===== config.mk =====
export PLATFORM = sky130hd
export DESIGN_NAME = jump_brake_gen
export DESIGN_NICKNAME = d
export VERILOG_FILES = /design/src/rtl/jb_pkg.sv /design/src/rtl/jb_sync.sv /design/src/rtl/jb_edge_det.sv /design/src/rtl/jb_brake_reg.sv /design/src/rtl/jump_brake_gen.sv
export SDC_FILE = /design/constraint.sdc
export NUM_CORES = 1
export LEC_CHECK = 0
export ABC_AREA = 0
export ABC_CLOCK_PERIOD_IN_PS = 1100
export BUFFER_PORTS_ARGS = -buffer_cell sky130_fd_sc_hd__buf_2
export CELL_PAD_IN_SITES_DETAIL_PLACEMENT = 1
export CELL_PAD_IN_SITES_GLOBAL_PLACEMENT = 1
export CORE_AREA = 2 2 39 41
export CTS_CLUSTER_DIAMETER = 40
export DETAILED_ROUTE_END_ITERATION = 7
export DIE_AREA = 0 0 41 43
export PLACE_DENSITY = 0.45
export REMOVE_ABC_BUFFERS = 1
export SETUP_SLACK_MARGIN = 0.15
export SKIP_CTS_REPAIR_TIMING = 1
export SLEW_MARGIN = 25
export SYNTH_ARGS = -nofsm -noshare
export SYNTH_HDL_FRONTEND = slang
export SYNTH_SLANG_ARGS = --single-unit

===== constraint.sdc =====
create_clock -name clk -period 1.1 [get_ports clk]
set_input_delay 0.22 -clock clk [delete_from_list [all_inputs] [get_ports clk]]
set_output_delay 0.22 -clock clk [all_outputs]
set_load 0.02 [all_outputs]

===== src/rtl/jb_pkg.sv =====
package jb_pkg;

  localparam int unsigned SYNC_STAGES_DEF = 2;

  typedef enum logic [1:0] {
    ACT_HOLD    = 2'd0,
    ACT_CUT     = 2'd1,
    ACT_RELEASE = 2'd2
  } brake_act_e;

  // Decide what a sampling event does to the brake output.
  function automatic brake_act_e brake_action(input logic edge_seen,
                                              input logic on_mirror,
                                              input logic gain_boost_n);
    brake_act_e act;
    act = ACT_HOLD;
    if (edge_seen) begin
      if (!on_mirror)         act = ACT_CUT;
      else if (!gain_boost_n) act = ACT_RELEASE;
    end
    return act;
  endfunction

endpackage


===== src/rtl/jb_sync.sv =====
module jb_sync #(
  parameter int unsigned STAGES = jb_pkg::SYNC_STAGES_DEF,
  parameter int unsigned WIDTH  = 1
) (
  input  logic             clk,
  input  logic             rst_n,
  input  logic [WIDTH-1:0] async_i,
  output logic [WIDTH-1:0] sync_o
);

  logic [WIDTH-1:0] stage_q [STAGES];

  for (genvar s = 0; s < STAGES; s++) begin : g_stage
    if (s == 0) begin : g_first
      always_ff @(posedge clk or negedge rst_n) begin
        if (!rst_n) stage_q[s] <= '0;
        else        stage_q[s] <= async_i;
      end
    end else begin : g_next
      always_ff @(posedge clk or negedge rst_n) begin
        if (!rst_n) stage_q[s] <= '0;
        else        stage_q[s] <= stage_q[s-1];
      end
    end
  end

  assign sync_o = stage_q[STAGES-1];

endmodule


===== src/rtl/jb_edge_det.sv =====
module jb_edge_det (
  input  logic clk,
  input  logic rst_n,
  input  logic level_i,
  output logic any_edge_o
);

  logic prev_q;

  always_ff @(posedge clk or negedge rst_n) begin
    if (!rst_n) prev_q <= 1'b0;
    else        prev_q <= level_i;
  end

  assign any_edge_o = level_i ^ prev_q;

endmodule


===== src/rtl/jb_brake_reg.sv =====
module jb_brake_reg
  import jb_pkg::*;
(
  input  logic clk,
  input  logic rst_n,
  input  logic jump_act_i,
  input  logic edge_i,
  input  logic mirror_i,
  input  logic gain_boost_n_i,
  output logic toff_o
);

  brake_act_e act;
  logic       toff_q;

  assign act = brake_action(edge_i, mirror_i, gain_boost_n_i);

  always_ff @(posedge clk or negedge rst_n) begin
    if (!rst_n) begin
      toff_q <= 1'b0;
    end else if (!jump_act_i) begin
      toff_q <= 1'b0;
    end else begin
      unique case (act)
        ACT_CUT:     toff_q <= 1'b1;
        ACT_RELEASE: toff_q <= 1'b0;
        default:     toff_q <= toff_q;
      endcase
    end
  end

  assign toff_o = toff_q;

endmodule


===== src/rtl/jump_brake_gen.sv =====
module jump_brake_gen #(
  parameter int unsigned SYNC_STAGES = jb_pkg::SYNC_STAGES_DEF
) (
  input  logic clk,
  input  logic rst_n,
  input  logic tes_i,
  input  logic hfl_i,
  input  logic jump_act_i,
  input  logic tgl_n_i,
  output logic toff_o
);

  localparam int unsigned NSIG = 2;

  logic [NSIG-1:0] raw_in;
  logic [NSIG-1:0] synced;
  logic            tes_sync;
  logic            hfl_sync;
  logic            tes_edge;

  assign raw_in   = {hfl_i, tes_i};
  assign tes_sync = synced[0];
  assign hfl_sync = synced[1];

  jb_sync #(.STAGES(SYNC_STAGES), .WIDTH(NSIG)) u_sync (
    .clk     (clk),
    .rst_n   (rst_n),
    .async_i (raw_in),
    .sync_o  (synced)
  );

  jb_edge_det u_edge (
    .clk        (clk),
    .rst_n      (rst_n),
    .level_i    (tes_sync),
    .any_edge_o (tes_edge)
  );

  jb_brake_reg u_brake (
    .clk            (clk),
    .rst_n          (rst_n),
    .jump_act_i     (jump_act_i),
    .edge_i         (tes_edge),
    .mirror_i       (hfl_sync),
    .gain_boost_n_i (tgl_n_i),
    .toff_o         (toff_o)
  );

endmodule


* Word-level counts from Yosys, hierarchy flattened
Index checks and enable logic that the tools add are counted.
** Word-level totals
- Input bits :: 6
- Output and inout port bits :: 1
- Register bits after elaboration :: 6
- Logic and storage cells :: 13
** Operators by class
- Bitwise operators :: 1
- Muxes and demuxes :: 5
- Eq/ne operators :: 3
** Operator list (number)
- 2-bit 2-to-1 mux :: 3
- 3-bit by 1-bit inequality test with 1-bit output, second input constant :: 1
- 2-bit by 1-bit equality test with 1-bit output, second input constant :: 1
- 2-bit equality test, second input constant :: 1
- 1-bit one-hot mux with 2 select lines :: 1
- 1-bit 2-to-1 mux :: 1
- 1-bit bitwise XOR :: 1

* Longest topological paths before layout
- Word-level depth :: 6
- Depth in mapped cells :: 3
- Depth with buffers taken out :: 3

* By module
Synthesis repeated with hierarchy kept, for this count alone.
** Second synthesis, totals
- Cells, all modules :: 13
- Area total of the unflattened synthesis :: 196.4 sq um
** By module, submodules not included
- jb_sync :: cells each 6, instances 1, area each 115.1 sq um
- jb_brake_reg :: cells each 5, instances 1, area each 47.5 sq um
- jb_edge_det :: cells each 2, instances 1, area each 33.8 sq um

* Least setup slack after synthesis
No wires, ideal clock.
- Path type :: register to register
- From :: reg u_sync.stage_q (netlist bit u_sync.sync_o[0])
- To :: reg u_brake.toff_q, in the netlist u_brake.toff_o
- Arrival time :: 0.794 ns
- Buffers on the path :: 0
- Stages on the path, launching flop included :: 4
- Clock period less this slack :: 0.872 ns
- Data required time :: 1.022 ns
- Path slack :: 0.228 ns
- Setup time :: 0.078 ns
- Path through :: dfrtp_1 -> xnor2_1 -> or2_0 -> a21boi_1
** On the way
- Cells in the longest elaborated chain, start to end :: 5
- Elaborated cells between the ends (all ways) :: 7
- Those cells by class :: eq/ne: 3; mux: 3; bitwise: 1
** Ends and longest elaborated chain
- start, declared :: RTL line jb_sync.sv:11 : logic [WIDTH-1:0] stage_q [STAGES];
- start signal, assigned by index :: RTL line jb_sync.sv:22 : else stage_q[s] <= stage_q[s-1];
- 1-bit bitwise XOR * :: RTL line jb_edge_det.sv:15 : assign any_edge_o = level_i ^ prev_q;
- 2-bit 2-to-1 mux * :: RTL line jb_pkg.sv:17 : if (edge_seen) begin
- 2-bit equality test / 2-bit by 1-bit equality test with 1-bit output (equally long branches) :: RTL line jb_brake_reg.sv:24 : unique case (act)
- 1-bit one-hot mux with 2 select lines :: RTL line jb_brake_reg.sv:24
- 1-bit 2-to-1 mux :: RTL line jb_brake_reg.sv:21 : end else if (!jump_act_i) begin
- end signal, assigned :: RTL line jb_brake_reg.sv:27 : default: toff_q <= toff_q;
- end, declared :: RTL line jb_brake_reg.sv:14 : logic toff_q;
Every way passes the cells marked *; elsewhere a longest branch is shown, timed or not.
A chain may end at the register's enable or synchronous reset.

* Worst setup path in the final report
- From :: reg u_brake.toff_q, in the netlist u_brake.toff_o
- To :: out toff_o
** RTL lines
- end, declared :: RTL line jump_brake_gen.sv:10 : output logic toff_o
No word-level cell between the ends.

==> results.json <==
{
  "synthMuxAreaShare": 0,
  "drt_iter0_drc": 3,
  "vias_in_the_first_global_route": 130,
  "synth-simple-area-share": 0.0352,
  "worst_clock_skew_ps": 1.01,
  "yosysSeqAreaShare": 0.845,
  "p_leak_nw": 0.122,
  "buffer_ports.inserted": 6,
  "power.combinational.fraction": 0.070,
  "fp.coreArea_sq_um": 1380,
  "h-tree-depth": 1,
  "flow.area_growth_from_synthesis_pct": 50.0,
  "finalSetupViolCount": 0,
  "via_count": 113,
  "timing.hold.worst_endpoint": "u_sync.stage_q[3]",
  "crit_arrival_ps": 750,
  "cpLargestDelayFamily": "flip-flops",
  "worst_hold_slack_ps": 89.3,
  "clock_sink_count": 6,
  "floorplan.die.height_um": 43,
  "reg2reg_to": "u_brake.toff_o",
  "fp.dieArea_sq_um": 1760,
  "place_congestion": 0.542,
  "criticalPathCategory": "flip-flop to output pin",
  "flip_flop_and_latch_count_after_synthesis": 6,
  "synth_top_family_by_area": "compound AO/OA/AOI/OAI gates",
  "clock_path_buffers": 2,
  "route.detailed.drc": 0,
  "detail_route.wirelength_um": 281,
  "timing.fmax_mhz": 1030,
  "final-max-slew-violation-count": 0,
  "worst_hold_startpoint": "hfl_i",
  "drive_gt1_frac": 0.450,
  "later_pin_clock_latency_in_the_skew_report_ps": 240,
  "switching_power_uw": 92.7,
  "timing_worst_slew_pin_value_ps": 137,
  "fillerInstances": 154,
  "tritoncts.num_buffers": 3,
  "maximum_number_of_pins_on_one_net_before_global_route_repair": 7,
  "grtUsageTotal": 0.0497,
  "critical_path.max_stage_delay_ps": 380,
  "first_pass_iters": 2,
  "synth-compound-area-share": 0.0704,
  "synth_xor_area_frac": 0.0493,
  "cp_num_buf_inv": 1,
  "post_synth_inst_count": 10,
  "post_synth_num_cell_types": 5,
  "cts_root_buf": "sky130_fd_sc_hd__clkbuf_4",
  "grt_setup_unrepaired": "true",
  "final_critical_path_share_of_the_clock_period": 0.885,
  "final_cell_area_sq_um": 267,
  "power.switching_fraction": 0.198,
  "antenna_violating_nets_post_route": 0,
  "ir_drop_mv": 0.775,
  "timing.reg2reg.setup_slack_ps": 190,
  "critPathLaunchType": "flip-flop",
  "pwr-share-seq": 0.510,
  "final_core_util": 0.193,
  "run_status": "complete, no violations",
  "r2r_cells": 3,
  "tritoncts": "built",
  "clock_power_share": 0.420,
  "clkSlewWorstSetupHoldPaths_ps": 40,
  "cp_max_fo": 2,
  "layout_common_cells": "sky130_fd_sc_hd__dfrtp_1 (6), sky130_fd_sc_hd__buf_2 (5), sky130_fd_sc_hd__clkbuf_4 (3)",
  "regToRegStartpoint": "u_sync.sync_o[0]",
  "hold-path-cell-count": 1,
  "area_used_by_sequential_logic_in_the_layout_sq_um": 150,
  "globalRoute.totalOverflow": 0,
  "drt-vias-per-instance": 3.14,
  "post_synth_fa_ha_maj_area_fraction": 0,
  "worst_slew_margin_rel": 0.908,
  "most_common_cell_after_layout_fill_and_taps_aside": "sky130_fd_sc_hd__dfrtp_1",
  "critical_path.slowest_cell": "sky130_fd_sc_hd__dfrtp_1",
  "worst-endpoint-required_ps": 880,
  "finalWorstPathRequiredPeriod_ps": 973,
  "initial_utilization": 0.128,
  "num-nets-final": 28,
  "synthesized_cell_area_sq_um": 178,
  "post_drt_wl_per_cell_um": 7.81,
  "die-width_um": 41,
  "endpoint_kind": "output pin",
  "intPower_uw": 376,
  "cap_violations": 0,
  "placementRows": 14,
  "post-layout-total-power_uw": 468,
  "ys.warnings.count": 0,
  "postPlaceCellArea_sq_um": 228,
  "number_of_endpoints_with_negative_hold_slack_in_the_final_report": 0,
  "ioPinCount": 7,
  "power.density_nw_per_um2": 1760,
  "worstPathCellList": "buf_6",
  "antenna_found_initial": 0,
  "global_route_wire_length_before_repair_um": 496,
  "multi_input_area_sq_um": 27.5,
  "number_of_diodes": 0,
  "final.setup.tns_ps": 0,
  "worstHoldPathType": "primary input to flip-flop",
  "synth_area_per_cell_sq_um": 17.8
}
-- metal layers --
metal	track usage	vias to the layer above	share of wire
met5	0	-	0
met4	0.0400	0	0
met3	0.0628	0	0.22
met2	0.0531	10	0.41
met1	0.0467	51	0.36
li1	-	52	-
-- cells by family after synthesis --
family / count (synthesis)
flops: 6
compound gates: 2
simple gates: 1
xor+xnor: 1
-- synth_stat cells --
library cell / number / area, sq um
sky130_fd_sc_hd__dfrtp_1: 6 / 150
sky130_fd_sc_hd__a21boi_1: 1 / 7.51
sky130_fd_sc_hd__o21ai_0: 1 / 5.00
sky130_fd_sc_hd__or2_0: 1 / 6.26
sky130_fd_sc_hd__xnor2_1: 1 / 8.76
-- sequential cells by signal (all words and copies together) (netlist names) --
name,flops
u_sync.sync_o,2
u_brake.toff_o,1
u_sync.stage_q,2
u_edge.prev_q,1
-- how the worst max path moves through the flow --
stage                startpoint        endpoint  slack (ps)  depth (start not counted)
2_1_floorplan  u_sync.sync_o[0]  u_brake.toff_o         230                          3
3_3_place_gp   u_sync.sync_o[0]  u_brake.toff_o         190                          3
3_5_place_dp   u_sync.sync_o[0]  u_brake.toff_o         170                          3
4_1_cts          u_brake.toff_o          toff_o         100                          1
5_1_grt          u_brake.toff_o          toff_o          90                          1
6_report         u_brake.toff_o          toff_o         130                          1
-- power groups by stage --
stage	clock, mW	sequential [mW]	combinational, mW
6_report	0.197	0.239	0.0329
3_3_place_gp	0	0.241	0.0264
5_1_grt	0.224	0.240	0.0378
4_1_cts	0.208	0.239	0.0275
2_1_floorplan	0	0.244	0.00777
3_5_place_dp	0	0.242	0.0274
-- cell type report --
| cell class | count | area share |
|---|---|---|
| clock buffers | 3 | 0.0845 |
| flip-flops and latches | 6 | 0.563 |
| multi-input cells | 4 | 0.103 |
| repair buffers | 7 | 0.174 |
| well taps | 16 | 0.0751 |
-- through the flow --
stage,instances,setup slack (ps)
floorplan,10,228
global placement,32,194
detailed placement,32,170
CTS,35,105
global route,36,93.6
finish,36,127
Note: power is estimated with default switching activity, not from simulation.
